===== config.mk =====
export PLATFORM = sky130hd
export DESIGN_NAME = ctg_top
export DESIGN_NICKNAME = d
export VERILOG_FILES = /design/src/rtl/ctg_pkg.sv /design/src/rtl/ctg_reg_encoder.sv /design/src/rtl/ctg_axis_timer.sv /design/src/rtl/ctg_fit_guard.sv /design/src/rtl/ctg_top.sv
export SDC_FILE = /design/constraint.sdc
export NUM_CORES = 1
export LEC_CHECK = 0
export ABC_AREA = 1
export BUFFER_PORTS_ARGS = -buffer_cell sky130_fd_sc_hd__buf_2
export CAP_MARGIN = 20
export CORE_MARGIN = 4
export CORE_UTILIZATION = 55
export CTS_CLUSTER_SIZE = 10
export DETAILED_ROUTE_END_ITERATION = 12
export PLACE_DENSITY = 0.87
export SYNTH_ARGS = -nofsm -noshare
export SYNTH_HDL_FRONTEND = slang
export SYNTH_HIERARCHICAL = 1
export SYNTH_SLANG_ARGS = --single-unit
export TNS_END_PERCENT = 20

===== constraint.sdc =====
create_clock -name clk -period 10.8 [get_ports clk]
set_clock_uncertainty 0.2 [all_clocks]
set_input_delay 1.08 -clock clk [delete_from_list [all_inputs] [get_ports clk]]
set_output_delay 1.08 -clock clk [all_outputs]
set_load 0.02 [all_outputs]

===== src/rtl/ctg_pkg.sv =====
package ctg_pkg;
    localparam int FW = 16;
    localparam int WW = 2 * FW;

    typedef logic [FW-1:0] fld_t;
    typedef logic [WW-1:0] word_t;

    // Panel timing along one axis, in plain units
    typedef struct packed {
        fld_t active;
        fld_t total;
        fld_t blank_start;
        fld_t blank_end;
        fld_t sync_start;
        fld_t sync_end;
    } axis_time_t;

    // Encoded words for one axis
    typedef struct packed {
        word_t span;
        word_t blank;
        word_t sync;
    } axis_regs_t;

    // Decoded minus-one fields used by the counters
    typedef struct packed {
        fld_t last;
        fld_t act_last;
        fld_t blank_from;
        fld_t blank_to;
        fld_t sync_from;
        fld_t sync_to;
    } axis_cfg_t;

    function automatic word_t pack_pair(fld_t lo, fld_t hi);
        return {hi - fld_t'(1), lo - fld_t'(1)};
    endfunction

    function automatic axis_regs_t encode_axis(axis_time_t p, fld_t src, logic centre);
        axis_regs_t r;
        fld_t act;
        fld_t shift;
        act     = centre ? src : p.active;
        shift   = centre ? fld_t'((p.active - src) >> 1) : '0;
        r.span  = pack_pair(act, p.total);
        r.blank = pack_pair(p.blank_start - shift, p.blank_end - shift);
        r.sync  = pack_pair(p.sync_start - shift, p.sync_end - shift);
        return r;
    endfunction

    function automatic axis_cfg_t decode_axis(axis_regs_t r);
        axis_cfg_t c;
        c.last       = r.span[WW-1:FW];
        c.act_last   = r.span[FW-1:0];
        c.blank_to   = r.blank[WW-1:FW];
        c.blank_from = r.blank[FW-1:0];
        c.sync_to    = r.sync[WW-1:FW];
        c.sync_from  = r.sync[FW-1:0];
        return c;
    endfunction
endpackage


===== src/rtl/ctg_reg_encoder.sv =====
module ctg_reg_encoder
    import ctg_pkg::*;
(
    input  axis_time_t h_in,
    input  axis_time_t v_in,
    input  fld_t       src_w,
    input  fld_t       src_h,
    input  logic       centre,
    output axis_regs_t h_regs,
    output axis_regs_t v_regs,
    output word_t      src_reg
);
    assign h_regs  = encode_axis(h_in, src_w, centre);
    assign v_regs  = encode_axis(v_in, src_h, centre);
    assign src_reg = pack_pair(src_h, src_w);
endmodule


===== src/rtl/ctg_axis_timer.sv =====
module ctg_axis_timer
    import ctg_pkg::*;
(
    input  logic      clk,
    input  logic      rst,
    input  logic      step,
    input  axis_cfg_t cfg,
    output fld_t      cnt,
    output logic      at_last,
    output logic      in_act,
    output logic      in_blank,
    output logic      in_sync
);
    assign at_last = (cnt == cfg.last);

    always_ff @(posedge clk) begin
        if (rst)
            cnt <= '0;
        else if (step)
            cnt <= at_last ? '0 : cnt + fld_t'(1);
    end

    // stored edges are value-1, so [start,end) becomes (from, to]
    assign in_act   = (cnt <= cfg.act_last);
    assign in_blank = (cnt > cfg.blank_from) && (cnt <= cfg.blank_to);
    assign in_sync  = (cnt > cfg.sync_from) && (cnt <= cfg.sync_to);
endmodule


===== src/rtl/ctg_fit_guard.sv =====
module ctg_fit_guard #(
    parameter int          SEL_W   = 2,
    parameter int          SEL_LSB = 29,
    parameter int          EN_BIT  = 31,
    parameter logic [1:0]  PIPE_ID = 2'd0
) (
    input  logic [31:0] ctl_in,
    output logic [31:0] ctl_out
);
    logic owned;
    assign owned   = ctl_in[EN_BIT] && (ctl_in[SEL_LSB +: SEL_W] == PIPE_ID);
    assign ctl_out = owned ? 32'd0 : ctl_in;
endmodule


===== src/rtl/ctg_top.sv =====
module ctg_top
    import ctg_pkg::*;
#(
    parameter logic [1:0] PIPE_ID = 2'd0
) (
    input  logic        clk,
    input  logic        rst,
    input  logic        no_scale,
    input  logic [15:0] h_active,
    input  logic [15:0] h_total,
    input  logic [15:0] h_blank_start,
    input  logic [15:0] h_blank_end,
    input  logic [15:0] h_sync_start,
    input  logic [15:0] h_sync_end,
    input  logic [15:0] v_active,
    input  logic [15:0] v_total,
    input  logic [15:0] v_blank_start,
    input  logic [15:0] v_blank_end,
    input  logic [15:0] v_sync_start,
    input  logic [15:0] v_sync_end,
    input  logic [15:0] src_width,
    input  logic [15:0] src_height,
    input  logic [31:0] fit_ctl_in,
    output logic [31:0] reg_h_span,
    output logic [31:0] reg_v_span,
    output logic [31:0] reg_h_blank,
    output logic [31:0] reg_h_sync,
    output logic [31:0] reg_v_blank,
    output logic [31:0] reg_v_sync,
    output logic [31:0] reg_src,
    output logic [31:0] fit_ctl_out,
    output logic [15:0] hcnt,
    output logic [15:0] vcnt,
    output logic        hsync,
    output logic        vsync,
    output logic        blank,
    output logic        active,
    output logic        pix_valid
);
    axis_time_t h_time, v_time;
    axis_regs_t h_enc, v_enc;
    axis_regs_t h_sh, v_sh;
    axis_cfg_t  h_cfg, v_cfg;
    logic       h_last, v_last, h_act, v_act, h_blk, v_blk;
    logic       frame_wrap;

    assign h_time = '{h_active, h_total, h_blank_start, h_blank_end, h_sync_start, h_sync_end};
    assign v_time = '{v_active, v_total, v_blank_start, v_blank_end, v_sync_start, v_sync_end};

    ctg_reg_encoder u_enc (
        .h_in   (h_time),
        .v_in   (v_time),
        .src_w  (src_width),
        .src_h  (src_height),
        .centre (no_scale),
        .h_regs (h_enc),
        .v_regs (v_enc),
        .src_reg(reg_src)
    );

    assign reg_h_span  = h_enc.span;
    assign reg_h_blank = h_enc.blank;
    assign reg_h_sync  = h_enc.sync;
    assign reg_v_span  = v_enc.span;
    assign reg_v_blank = v_enc.blank;
    assign reg_v_sync  = v_enc.sync;

    // Timing in use: reloaded only at the frame wrap
    assign frame_wrap = h_last && v_last;

    always_ff @(posedge clk) begin
        if (rst || frame_wrap) begin
            h_sh <= h_enc;
            v_sh <= v_enc;
        end
    end

    assign h_cfg = decode_axis(h_sh);
    assign v_cfg = decode_axis(v_sh);

    ctg_axis_timer u_htimer (
        .clk     (clk),
        .rst     (rst),
        .step    (1'b1),
        .cfg     (h_cfg),
        .cnt     (hcnt),
        .at_last (h_last),
        .in_act  (h_act),
        .in_blank(h_blk),
        .in_sync (hsync)
    );

    ctg_axis_timer u_vtimer (
        .clk     (clk),
        .rst     (rst),
        .step    (h_last),
        .cfg     (v_cfg),
        .cnt     (vcnt),
        .at_last (v_last),
        .in_act  (v_act),
        .in_blank(v_blk),
        .in_sync (vsync)
    );

    assign blank     = h_blk || v_blk;
    assign active    = h_act && v_act;
    assign pix_valid = active && !blank;

    ctg_fit_guard #(.PIPE_ID(PIPE_ID)) u_fit (
        .ctl_in (fit_ctl_in),
        .ctl_out(fit_ctl_out)
    );
endmodule


==> results of run 1 <==
## worst reg2reg max path: stages, from the launching register on
cell	delay (ns)
dfxtp_1	0.78
inv_1	0.15
nand2_1	0.09
nand2_1	0.05
nor2_1	0.09
nand2_1	0.08
nor4_2	0.24
buf_4	0.23
nand2_1	0.11
nand2_4	0.42
buf_4	0.90
## path summary, 6_finish.rpt
path                         from         endpoint  cells after the start  slack (ns)
setup reg to reg  u_htimer/cnt[2]        h_cfg[46]                     10        6.99
hold / removal    u_htimer/cnt[0]  u_htimer/cnt[0]                      2        0.46
setup / recovery     src_width[5]   reg_h_sync[31]                     20        4.93
hold reg to reg   u_htimer/cnt[0]  u_htimer/cnt[0]                      2        0.46
## cell type report
class | count | area (um2)
Inverter | 603 | 2260
Fill cell | 3715 | 14400
Clock buffer | 44 | 803
Antenna cell | 12 | 30.0
Multi-Input combinational cell | 2500 | 14600
Timing Repair Buffer | 557 | 2810
Clock inverter | 7 | 56.3
Sequential cell | 224 | 6410
Tap cell | 539 | 674
## metal layers
metal | track usage | part of all wire
met1 | 0.441 | 0.39
met2 | 0.543 | 0.44
met3 | 0.0658 | 0.10
met4 | 0.186 | 0.061
met5 | 0 | 0.00061
## per-stage QoR
stage | hold slack [ns] | utilization | setup slack [ns]
finish | 0.463 | 0.657 | 4.93
global route | 0.491 | 0.657 | 4.67
CTS | 0.470 | 0.657 | 5.07
detailed placement | 0.456 | 0.636 | 5.08
global placement | 0.438 | 0.636 | 5.08
floorplan | 0.489 | - | 4.58
## state kept, by name, indices dropped and copies added, names as in the netlist
signal and count:
u_htimer/cnt 16, h_cfg 96, u_vtimer/cnt 16, v_cfg 96
## cells by family after synthesis
family / count (synthesis) / share of synthesized area
xor gates and xnor gates: 156 / 0.0582
muxes: 2 / 0.000852
and+or+nand+nor: 1659 / 0.300
buffers and inverters: 629 / 0.106
DFF: 224 / 0.273
adders and majority gates: 327 / 0.177
other: 1 / 0.000160
AOI/OAI and AO/OA: 355 / 0.0846
## power by group through the flow
stage          sequential, mW  combinational [mW]  clock, mW
2_1_floorplan            1.14                1.09          0
3_3_place_gp             1.15                1.61          0
3_5_place_dp             1.15                1.63          0
4_1_cts                  1.14                1.65      0.908
5_1_grt                  1.14                1.83      0.940
6_report                 1.14                1.68      0.902
## cell usage in the layout (no fill, tap or decap), types with 3 or more instances in the layout
cell / synthesis / final
edfxtp_1: 192 / 192
dfxtp_1: 32 / 32
a21oi_2: 11 / 11
diode_2: 0 / 12
ha_1: 317 / 317
xnor2_1: 29 / 29
buf_4: 4 / 7
nor2_2: 25 / 25
o22ai_1: 3 / 3
nand2_2: 8 / 8
a21o_1: 5 / 5
o21bai_1: 16 / 16
o21ai_0: 42 / 42
fa_1: 10 / 10
o21ai_2: 8 / 8
inv_2: 7 / 7
xor2_1: 127 / 127
nand3b_1: 17 / 17
clkinv_2: 0 / 4
clkbuf_1: 5 / 14
clkbuf_16: 0 / 30
o21a_1: 12 / 12
and2_1: 7 / 7
nor2_4: 7 / 7
nor3_2: 4 / 4
o21ai_1: 28 / 28
nor3_1: 51 / 51
nor2_1: 271 / 271
a21oi_1: 219 / 219
buf_2: 5 / 550
inv_1: 594 / 594
a21boi_0: 8 / 8
nand3_1: 210 / 210
nand4_1: 55 / 55
nand3_2: 3 / 3
nor3_4: 4 / 4
nand2_4: 2 / 3
nand2_1: 990 / 989
==> metrics.yaml, run 1 <==
grt:
  grt_pass1_vias: 22899
  antenna_found_initial: 11
  grt_max_degree: 85
  gr-total-overflow: 0
  track_usage: 0.342
  grt_pass1_wl_um: 125000
drt:
  num_vias: 24877
  drc_errors: 0
  antenna_left: 0
  drt_iter0_markers: 2513
  routedWlPerCell_um: 18.7
  wl_um: 83900
  first_pass_iters: 6
  vias_per_cell: 5.55
synthesis:
  syn_avg_cell_area_um2: 7.01
  synthesis.yosys.warnings: 6
  synth_common_cells: "nand2_1, inv_1, ha_1, nor2_1, a21oi_1"
  synth_nets: 3939
  async_reset_ff_frac: 0
  synth_edf_count: 192
  synth-main-ff-cell: "edfxtp_1"
  yosysMostFrequentCell: "nand2_1"
  synth_sequential_area_ratio: 0.273
  synth_seq_cells: 224
  synthDistinctLibCells: 47
  synthesis.area_um2: 23500
  syn_inst: 3353
  synth_top_area_frac: 0.245
  synth.area.top_cells: "edfxtp_1, ha_1, nand2_1"
  yosys.area.top_type: "edfxtp_1"
floorplanning:
  fp-row-count: 75
  dieArea_um2: 46100
  initial_core_util: 0.559
  coreArea_um2: 42000
  die_w_um: 215
  die_y_um: 215
  io_pins: 552
pwr:
  power.share.clock: 0.242
  power.density_nw_per_um2: 135
  power_switching_mw: 1.59
  power.total_mw: 3.72
  seqPwrFrac: 0.305
  internal-power_mw: 2.13
  p_sw_frac: 0.427
  peakVddDrop_mv: 0.147
  pwr-share-comb: 0.452
  power.leakage_nw: 15.3
timing:
  fin_crit_ns: 5.87
  finalSetupTns_ns: 0
  setup_viol: 0
  fmax_mhz: 170
  max-slew-margin-rel: 0.279
  worstMarginPinSlew_ns: 1.08
  finalHoldViolCount: 0
  finalCritPeriodShare: 0.543
  slew_viol_final: 0
  rsz0062_at_grt: "false"
clock_tree:
  cts_num_sinks: 224
  clkTransAtPathRegs_ns: 0.06
  cts_buffer_depth: 3
  post_cts_buffers: 0
  numCtsBuffers: 29
  post_cts_resized: 0
  htreeDepth: 1
  cts_root_buf: "clkbuf_16"
  cts_tree: "done"
  cts-hold-fix-buffers: 0
  clkLatencyLatePin_ns: 0.57
worst_setup_path:
  crit_path_frequent_cell: "nand2_1"
  cpLargestDelayFamily: "simple AND/OR/NAND/NOR gates"
  cp-start-kind: "input pin"
  cp-end-kind: "output port"
  critical_path.cell_chain: "buf_2, clkinv_1, ha_1, nand2_1, inv_1, a21oi_1, nand2_1, nand2_1, nand2_1, nand2_1, nand3_1, ha_1, inv_1, nor3_1, and2_1, nand2_1, nand2_1, nand2_1, nand2_1, buf_2"
  max_stage_delay_ns: 0.60
  crit_buf_inv: 5
  critPathMaxFanout: 7
  crit_arrival_ns: 4.59
  crit_type: "in -> out"
  cp.required_ns: 9.52
  critical-path-slowest-cell: "ha_1"
place:
  io_buffers: 551
  placed_area_um2: 26700
  dpl.cell_count: 4423
  place_hpwl_um: 67300
  gp_congestion: 1.04
finish:
  syn2layout_area_growth_pct: 17.7
  drive_above_1_share: 0.173
  finalInstanceArea_um2: 27600
  final_net_count: 4501
  stdcell_count: 4486
outcome:
  status: "completed"
job:
  max_cap_violations: 0
hold_path:
  hold_path.class: "reg -> reg"
Note: power is estimated with default switching activity, not from simulation.
==> run 2, diff against run 1 <==
Clock period 10.8 ns to 6 ns, I/O delays scaled along.
==> metrics.yaml, run 2 (synthesized netlist as in run 1, its figures left out) <==
grt:
  antenna_found_initial: 10
  grt_max_degree: 127
  grt_pass1_wl_um: 124000
  grt_pass1_vias: 23189
  track_usage: 0.337
  gr-total-overflow: 0
timing:
  slew_viol_final: 0
  fmax_mhz: 210
  setup_viol: 0
  finalSetupTns_ns: 0
  fin_crit_ns: 4.75
  finalCritPeriodShare: 0.792
  rsz0062_at_grt: "false"
  max-slew-margin-rel: 0.294
  finalWorstSetupSlack_ns: 1.25
  finalHoldViolCount: 0
  worstMarginPinSlew_ns: 1.06
drt:
  num_vias: 24751
  wl_um: 82200
  antenna_left: 0
  first_pass_iters: 6
  met1_length_um: 31800
  drt_iter0_markers: 2769
  wl_met2_um: 37700
  route.met3.wl_um: 8270
  top_layer: "met5"
  drc_errors: 0
  routedWlPerCell_um: 18.3
  vias_per_cell: 5.52
job:
  max_cap_violations: 0
place:
  io_buffers: 551
  place_ws_ns: 1.36
  dpl.cell_count: 4423
  gp_congestion: 1.02
  place_hpwl_um: 66500
hold_path:
  min_to: "h_cfg[47]"
  min_path_cells: 3
  hold_path.class: "in -> reg"
  min-delay-start: "h_blank_end[15]"
floorplanning:
  fp-row-count: 75
  die_y_um: 215
  die_w_um: 215
  coreArea_um2: 42000
  dieArea_um2: 46100
  io_pins: 552
  initial_core_util: 0.559
finish:
  utilization: 0.656
  final_cell_mix: "nand2_1, inv_1, buf_2"
  final_common_cell: "nand2_1"
  fillers: 3715
  syn2layout_area_growth_pct: 17.5
  drive_above_1_share: 0.172
  final_net_count: 4500
  stdcell_count: 4481
clock_tree:
  clkTransAtPathRegs_ns: 0.06
  post_cts_resized: 0
  numCtsBuffers: 28
  clkLatencyLatePin_ns: 0.54
  cts_tree: "done"
  cts_num_sinks: 224
  htreeDepth: 1
  cts_root_buf: "clkbuf_16"
  post_cts_buffers: 0
  cts_buffer_depth: 3
  cts-hold-fix-buffers: 0
worst_setup_path:
  rr_worst_depth: 10
  cp-end-kind: "output port"
  crit_arrival_ns: 3.95
  r2r-end: "v_cfg[62]"
  cp-start-kind: "input pin"
  reg2reg_from: "u_htimer/cnt[14]"
  r2r_slack_ns: 2.47
  cp.required_ns: 5.20
  crit_type: "in -> out"
  critPathMaxFanout: 7
pwr:
  power.density_nw_per_um2: 239
  peakVddDrop_mv: 0.213
  power.leakage_nw: 15.3
outcome:
  status: "completed"
-- run 2: layer usage --
metal | GRT usage | vias up
li1 | - | 11982
met1 | 0.428 | 11119
met2 | 0.560 | 1411
met3 | 0.0527 | 235
met4 | 0.169 | 4
met5 | 0 | -
-- run 2: stage by stage --
stage | hold WS, ns | total power, mW | cell area, um2
finish | 0.157 | 6.61 | 27600
floorplan | 0.489 | 4.01 | 23500
global placement | 0.378 | 4.96 | 26800
detailed placement | 0.388 | 5.01 | 26800
CTS | 0.137 | 6.56 | 27600
global route | 0.140 | 6.97 | 27600
-- run 2: cell type report --
type | instances | area [um2] | share of cell area
diodes | 11 | 27.5 | 0.000997
clock buffers | 40 | 767 | 0.0278
clock inverters | 7 | 35.0 | 0.00127
inverters | 603 | 2260 | 0.0820
multi-input cells | 2500 | 14600 | 0.529
flip-flops and latches | 224 | 6410 | 0.232
well taps | 539 | 674 | 0.0244
repair buffers | 557 | 2820 | 0.102
-- run 2: power breakdown --
group | internal [mW] | switching (mW) | total, mW
Combinational | 0.942 | 2.08 | 3.03
Sequential | 1.97 | 0.0703 | 2.04
Clock | 0.877 | 0.665 | 1.54
Total | 3.79 | 2.82 | 6.61
-- run 2: how the worst max path moves through the flow --
stage                          start              to  cells after the start
floorplan           u_htimer/cnt[13]        h_cfg[0]                      8
CTS                    src_height[5]  reg_v_sync[13]                     21
global route           src_height[5]  reg_v_sync[13]                     17
finish                  src_width[5]  reg_h_blank[7]                     15
detailed placement     src_height[5]  reg_v_sync[13]                     21
global placement       src_height[5]  reg_v_sync[13]                     21
-- run 2: critical path, cell delays in order --
cell      delay (ns)
buf_2           0.09
clkinv_1        0.27
ha_1            0.44
nand2_1         0.12
inv_1           0.07
a21oi_1         0.15
nand2_1         0.15
o21ai_1         0.62
ha_1            0.42
nand2_1         0.14
inv_1           0.07
a21oi_1         0.15
nand2_1         0.14
xor2_1          0.30
buf_2           0.23
